<file path="src/rtl/pw_tx_pkg.sv">
package pw_tx_pkg;
  typedef enum logic [1:0] {
    ST_IDLE = 2'd0,
    ST_DATA = 2'd1,
    ST_BRK  = 2'd2
  } tx_state_e;

  // fractions of a bit time, scaled by 2**FRAC_SH
  localparam int FRAC_SH  = 10;
  localparam int ONE_NUM  = 311;   // ~0.304
  localparam int ZERO_NUM = 713;   // ~0.696
  localparam int BRK_NUM  = 1425;  // ~1.3916

  function automatic int slot_cycles(int base, logic [1:0] sel);
    return (base * 2) >> sel;
  endfunction

  function automatic int frac_near(int len, int num);
    return (len * num + (1 << (FRAC_SH - 1))) >> FRAC_SH;
  endfunction

  function automatic int frac_up(int len, int num);
    return (len * num + (1 << FRAC_SH) - 1) >> FRAC_SH;
  endfunction
endpackage

</file>
<file path="src/rtl/pw_tx_timing.sv">
module pw_tx_timing #(
  parameter int BASE_CYC = 64,
  parameter int CW       = 10
) (
  input  logic [1:0]    speed_sel,
  output logic [CW-1:0] bit_len,
  output logic [CW-1:0] one_len,
  output logic [CW-1:0] zero_len,
  output logic [CW-1:0] brk_len
);
  import pw_tx_pkg::*;

  int bt;
  always_comb begin
    bt       = slot_cycles(BASE_CYC, speed_sel);
    bit_len  = CW'(bt);
    one_len  = CW'(frac_near(bt, ONE_NUM));
    zero_len = CW'(frac_near(bt, ZERO_NUM));
    brk_len  = CW'(frac_up(bt, BRK_NUM));
  end
endmodule

</file>
<file path="src/rtl/pw_tx_slot.sv">
module pw_tx_slot #(
  parameter int CW = 10
) (
  input  logic          clk,
  input  logic          rst_n,
  input  logic          run,
  input  logic [CW-1:0] low_w,
  input  logic [CW-1:0] slot_len,
  output logic          low_now,
  output logic          slot_end
);
  logic [CW-1:0] cnt_q;

  assign low_now  = run && (cnt_q < low_w);
  assign slot_end = run && (cnt_q == slot_len - 1'b1);

  always_ff @(posedge clk or negedge rst_n) begin
    if (!rst_n)        cnt_q <= '0;
    else if (slot_end) cnt_q <= '0;
    else if (run)      cnt_q <= cnt_q + 1'b1;
  end

  // the counter stays inside the slot
  a_r1_cnt_in_slot: assert property (@(posedge clk) disable iff (!rst_n)
    run |-> (cnt_q < slot_len));
  // once released, the line stays released until the slot ends
  a_r2_release_holds: assert property (@(posedge clk) disable iff (!rst_n)
    (run && !low_now && !slot_end) |=> !low_now);
  // every slot opens with a low pulse
  a_r3_slot_opens_low: assert property (@(posedge clk) disable iff (!rst_n)
    (run && cnt_q == '0) |-> low_now);
endmodule

</file>
<file path="src/rtl/pw_sym_tx.sv">
module pw_sym_tx #(
  parameter int BASE_CYC = 64,
  parameter int DATA_W   = 8
) (
  input  logic              clk,
  input  logic              rst_n,
  input  logic [1:0]        speed_sel,
  input  logic              in_valid,
  input  logic [DATA_W-1:0] in_data,
  output logic              in_ready,
  input  logic              brk_req,
  output logic              pull_low,
  output logic              done
);
  import pw_tx_pkg::*;

  localparam int CW = $clog2(BASE_CYC * 5) + 1;
  localparam int IW = (DATA_W > 1) ? $clog2(DATA_W) : 1;

  tx_state_e         state_q;
  logic [DATA_W-1:0] shreg_q;
  logic [IW-1:0]     idx_q;
  logic [CW-1:0]     bt_q, one_q, zero_q, brk_q;
  logic [CW-1:0]     t_bt, t_one, t_zero, t_brk;

  pw_tx_timing #(.BASE_CYC(BASE_CYC), .CW(CW)) u_timing (
    .speed_sel (speed_sel),
    .bit_len   (t_bt),
    .one_len   (t_one),
    .zero_len  (t_zero),
    .brk_len   (t_brk)
  );

  logic idle, run, accept_byte, accept_brk, low_now, slot_end, last_slot;
  logic [CW-1:0] low_w, slot_len;

  assign idle        = (state_q == ST_IDLE);
  assign run         = !idle;
  assign in_ready    = idle && !brk_req;
  assign accept_byte = in_valid && in_ready;
  assign accept_brk  = idle && brk_req;

  assign low_w    = (state_q == ST_BRK) ? brk_q : (shreg_q[0] ? one_q : zero_q);
  assign slot_len = (state_q == ST_BRK) ? (brk_q + bt_q) : bt_q;

  pw_tx_slot #(.CW(CW)) u_slot (
    .clk      (clk),
    .rst_n    (rst_n),
    .run      (run),
    .low_w    (low_w),
    .slot_len (slot_len),
    .low_now  (low_now),
    .slot_end (slot_end)
  );

  assign last_slot = slot_end && ((state_q == ST_BRK) || (idx_q == IW'(DATA_W - 1)));
  assign done      = last_slot;
  assign pull_low  = low_now;

  always_ff @(posedge clk or negedge rst_n) begin
    if (!rst_n) begin
      state_q <= ST_IDLE;
      shreg_q <= '0;
      idx_q   <= '0;
      bt_q    <= '0;
      one_q   <= '0;
      zero_q  <= '0;
      brk_q   <= '0;
    end else begin
      if (accept_brk || accept_byte) begin
        bt_q   <= t_bt;
        one_q  <= t_one;
        zero_q <= t_zero;
        brk_q  <= t_brk;
        idx_q  <= '0;
      end
      if (accept_brk) begin
        state_q <= ST_BRK;
      end else if (accept_byte) begin
        state_q <= ST_DATA;
        shreg_q <= in_data;
      end else if (last_slot) begin
        state_q <= ST_IDLE;
      end else if (slot_end && state_q == ST_DATA) begin
        shreg_q <= shreg_q >> 1;
        idx_q   <= idx_q + 1'b1;
      end
    end
  end

  // done lasts one cycle
  a_r6_done_single: assert property (@(posedge clk) disable iff (!rst_n)
    done |=> !done);
  // handshake reopens right after the final slot
  a_r5_ready_after_done: assert property (@(posedge clk) disable iff (!rst_n)
    done |=> (in_ready || brk_req));
  // no pulling while idle
  a_r11_idle_quiet: assert property (@(posedge clk) disable iff (!rst_n)
    in_ready |-> !pull_low);
  // latched timing stays put while busy
  a_r9_timing_frozen: assert property (@(posedge clk) disable iff (!rst_n)
    run |=> (idle || $stable(bt_q)));
  // a byte in progress is not displaced
  a_r8_byte_not_cut: assert property (@(posedge clk) disable iff (!rst_n)
    (state_q == ST_DATA && !last_slot) |=> (state_q == ST_DATA));
endmodule

</file>
<file path="config.mk">
export PLATFORM = sky130hd
export DESIGN_NAME = pw_sym_tx
export DESIGN_NICKNAME = d
export VERILOG_FILES = /design/src/rtl/pw_tx_pkg.sv /design/src/rtl/pw_tx_timing.sv /design/src/rtl/pw_tx_slot.sv /design/src/rtl/pw_sym_tx.sv
export SDC_FILE = /design/constraint.sdc
export NUM_CORES = 1
export LEC_CHECK = 0
export BUFFER_PORTS_ARGS = -buffer_cell sky130_fd_sc_hd__buf_4
export CAP_MARGIN = 20
export CORE_MARGIN = 2
export CORE_UTILIZATION = 55
export CTS_CLUSTER_SIZE = 20
export DETAILED_ROUTE_END_ITERATION = 8
export GPL_TIMING_DRIVEN = 1
export PLACE_DENSITY = 0.84
export SLEW_MARGIN = 5
export SYNTH_ARGS = -nofsm -noshare
export SYNTH_HDL_FRONTEND = slang
export SYNTH_SLANG_ARGS = --single-unit
</file>
<file path="constraint.sdc">
create_clock -name clk -period 6.2 [get_ports clk]
set_input_delay 1.24 -clock clk [delete_from_list [all_inputs] [get_ports clk]]
set_output_delay 1.24 -clock clk [all_outputs]
set_load 0.02 [all_outputs]
</file>
==> results by group <==
Clock tree
  • Inserted Clock Buffers: 5
  • Cts repair resizes: 0
  • Clock Latency Late Sink: 0.30 ns
  • Root Buffer: clkbuf_8
  • Clock Path Buffers: 2
  • Hold_buf cts: 0
  • Htree depth: 2
  • TritonCTS Sinks: 42
  • Worst-path clk slew: 0.09 ns
  • TritonCTS clock tree: yes
  • Postcts setup bufs: 0

Power and ir drop
  • Clk pwr share: 11.6%
  • Sw frac: 46.9%
  • Worst VDD drop: 0.268 mV
  • Tot Pwr: 1620 µW
  • Pwr per Cell Area: 448 mW/mm²
  • Part of the power in registers: 33.3%
  • Static Leak: 0.00172 µW
  • Comb pwr share: 55.1%
  • Internal power: 863 µW
  • Sw power: 761 µW

Layout
  • Antenna fix cells: 0
  • Most frequent cells in the layout: nand2_1, dfrtp_1, nor2_1
  • Final nets: 444
  • Layout Utilization: 60.8%
  • Final design instance area without fill: 0.00362 mm²
  • Commonest non-fill, non-tap cell in the layout: nand2_1
  • Layout cell share with drive strength beyond 1: 11.9%
  • Area growth from synthesis to layout: 5.96%

Synthesis
  • Post-synth cell types: 55
  • Yosys reg bits: 42
  • Primary FF master, synth: dfrtp_1
  • Avg Inst Size Synth: 8.79 µm²
  • Post-synth net total: 440
  • Yosys warning count: 0
  • Cell count after synthesis: 389
  • Top post-synthesis cells by area: dfrtp_1, ha_1, nand2_1, mux2i_1, xnor2_1
  • Seq/Total Area, Yosys: 30.7%
  • FFs w/ async S/R, synth: 100%
  • Synth top area share: 30.7%
  • Synth Cell Area: 0.00342 mm²
  • Cell taking the most area after synthesis: dfrtp_1
  • Post-synth EDFFs: 0

Place
  • Area after DPL: 0.00353 mm²
  • Detailed Place HPWL: 5.72 mm
  • PortBufs: 16
  • RePlAce Congestion: 0.935

Global routing
  • Vias in the first global route: 2762
  • Pin count of the biggest net entering global routing: 43
  • Residual overflow from global routing: 0
  • First-pass GRT wire length: 13.1 mm
  • Global Route Usage Sum: 23.2%
  • Initial antenna violation count: 0

STA
  • Final Critical Period: 4.36 ns
  • Worst slew pin tran: 0.735 ns
  • Skew final: 0.00413 ns
  • Fin. max-slew vios: 0
  • RSZ-0062 raised after global routing: false
  • Setup TNS: 0 ns
  • Fmax: 230 MHz
  • Fin. Hold Viols: 0
  • Final setup fails: 0
  • Tcrit/Tclk final: 70.3%
  • Max-slew headroom: 50.8%

Routing
  • WL/cell: 16.2 µm
  • Vias/cell: 5.80
  • Initial DRC Count: 177
  • Final ANT Viol Nets: 0
  • Router iterations before antenna repair: 4
  • Via count: 2720
  • DRC: 0
  • Post-Route WL: 7.59 mm

Die
  • Num ports: 17
  • Die height: 82.9 µm
  • Core area: 0.00596 mm²
  • Overall die width: 82.9 µm
  • Rows: 28
  • Initial core utilization: 57.4%
  • Die area: 0.00686 mm²

Setup path
  • Setup crit start: one_q[0]$_DFFE_PN0P_
  • Crit start category: flop
  • Crit path kind: flop to output port
  • Critical path peak fanout: 8
  • R2R Path Start: one_q[0]$_DFFE_PN0P_
  • CP most frequent cell: o2111ai_1
  • Critical Path RT: 4.96 ns
  • Crit path DAT: 3.12 ns
  • Worst path max stage delay: 0.53 ns
  • Ordered list of cells on the worst path: ha_1, fa_1, or4b_1, o31ai_1, o2111ai_1, xnor2_1, o2111ai_1, nor2_1, buf_4
  • CP endpoint kind: output port
  • Slowest cell on crit path: or4b_1

Job
  • MaxCap Viol Count: 0

Run status
  • Run status: finished clean

Min path
  • HP Class: flop to flop
  • Hold path startpoint: zero_q[4]$_DFFE_PN0P_
[synthesized netlist by cell type (all sizes together) (2+ instances only)]
cell type	n
nor3	4
dfrtp	42
a21oi	11
nand4	6
a21o	2
fa	2
nor2b	3
nand2b	4
nor3b	2
o21ai	27
mux2i	14
inv	10
or2	3
o211ai	9
xnor2	16
and3b	2
a22o	3
and2	4
a31oi	3
or4b	2
and3	5
buf	10
o21a	7
o2111ai	2
nand2	74
nand3	12
ha	35
o31ai	4
xor2	13
nor2	37
clkbuf	10
[path summary, 6_finish.rpt]
| check | end | slack [ns] | cells after the start |
|---|---|---|---|
| max | done | 1.84 | 9 |
| min | zero_q[4]$_DFFE_PN0P_ | 0.48 | 2 |
| max reg2reg | idx_q[1]$_DFF_PN0_ | 2.78 | 10 |
| min reg2reg | zero_q[4]$_DFFE_PN0P_ | 0.48 | 2 |
| max in group asynchronous | bt_q[5]$_DFFE_PN0P_ | 4.92 | 1 |
| min in group asynchronous | u_slot.cnt_q[7]$_DFFE_PN0P_ | 0.91 | 1 |
[final cells by class]
| class | instances | area [µm²] |
|---|---|---|
| sequential | 42 | 1050 |
| clock inverter | 3 | 23.8 |
| timing repair buffer | 17 | 128 |
| multi-input combinational | 317 | 2220 |
| fill | 519 | 2330 |
| inverter | 10 | 37.5 |
| tap | 75 | 93.8 |
| clock buffer | 5 | 68.8 |
[sequential cells by signal (all words and copies together), names as in the netlist]
register	cells
brk_q	5
bt_q	4
idx_q	3
one_q	5
shreg_q	8
state_q	2
u_slot.cnt_q	10
zero_q	5
[logic make-up after synthesis]
| kind of cell | count (synthesis) | synth area share, % |
|---|---|---|
| simple gates | 162 | 23.1 |
| compound gates | 73 | 15.6 |
| flops | 42 | 30.7 |
| fa+ha+maj | 37 | 14.0 |
| xor+xnor | 30 | 8.09 |
| buf+inv | 30 | 4.39 |
| mux | 14 | 4.10 |
| other cells | 1 | 0.110 |
[critical path, delay by kind of cell, from the launching register on]
family	cells	cell delay, ns
adders and majority gates	2	0.72
and+or+nand+nor	2	0.65
DFF	1	0.49
AOI/OAI and AO/OA	3	0.48
buffers and inverters	1	0.14
xor gates and xnor gates	1	0.32
[per-stage QoR]
step           hold slack [ns]  worst slack, ns  cells
5_1_grt                  0.513             1.62    469
2_1_floorplan            0.438             2.31    389
3_5_place_dp             0.463             1.89    461
6_report                 0.478             1.84    469
4_1_cts                  0.479             1.55    469
3_3_place_gp             0.455             2.04    461
[power by group through the flow]
stage                     logic (µW)  registers (µW)  clock network (µW)
after floorplan                  778             460                   0
after global placement           851             537                   0
after detailed placement         884             544                   0
after CTS                        892             538                 192
after global routing            1000             559                 207
final                            894             541                 188
[metal layers]
metal	track usage (%)	vias to the layer above	wire length [µm]
li1	-	1359	-
met1	31.4	1274	3450
met2	38.6	75	3650
met3	3.58	12	364
met4	6.71	0	122
met5	0	-	0
No activity file was read; power rests on OpenSTA's default activity.
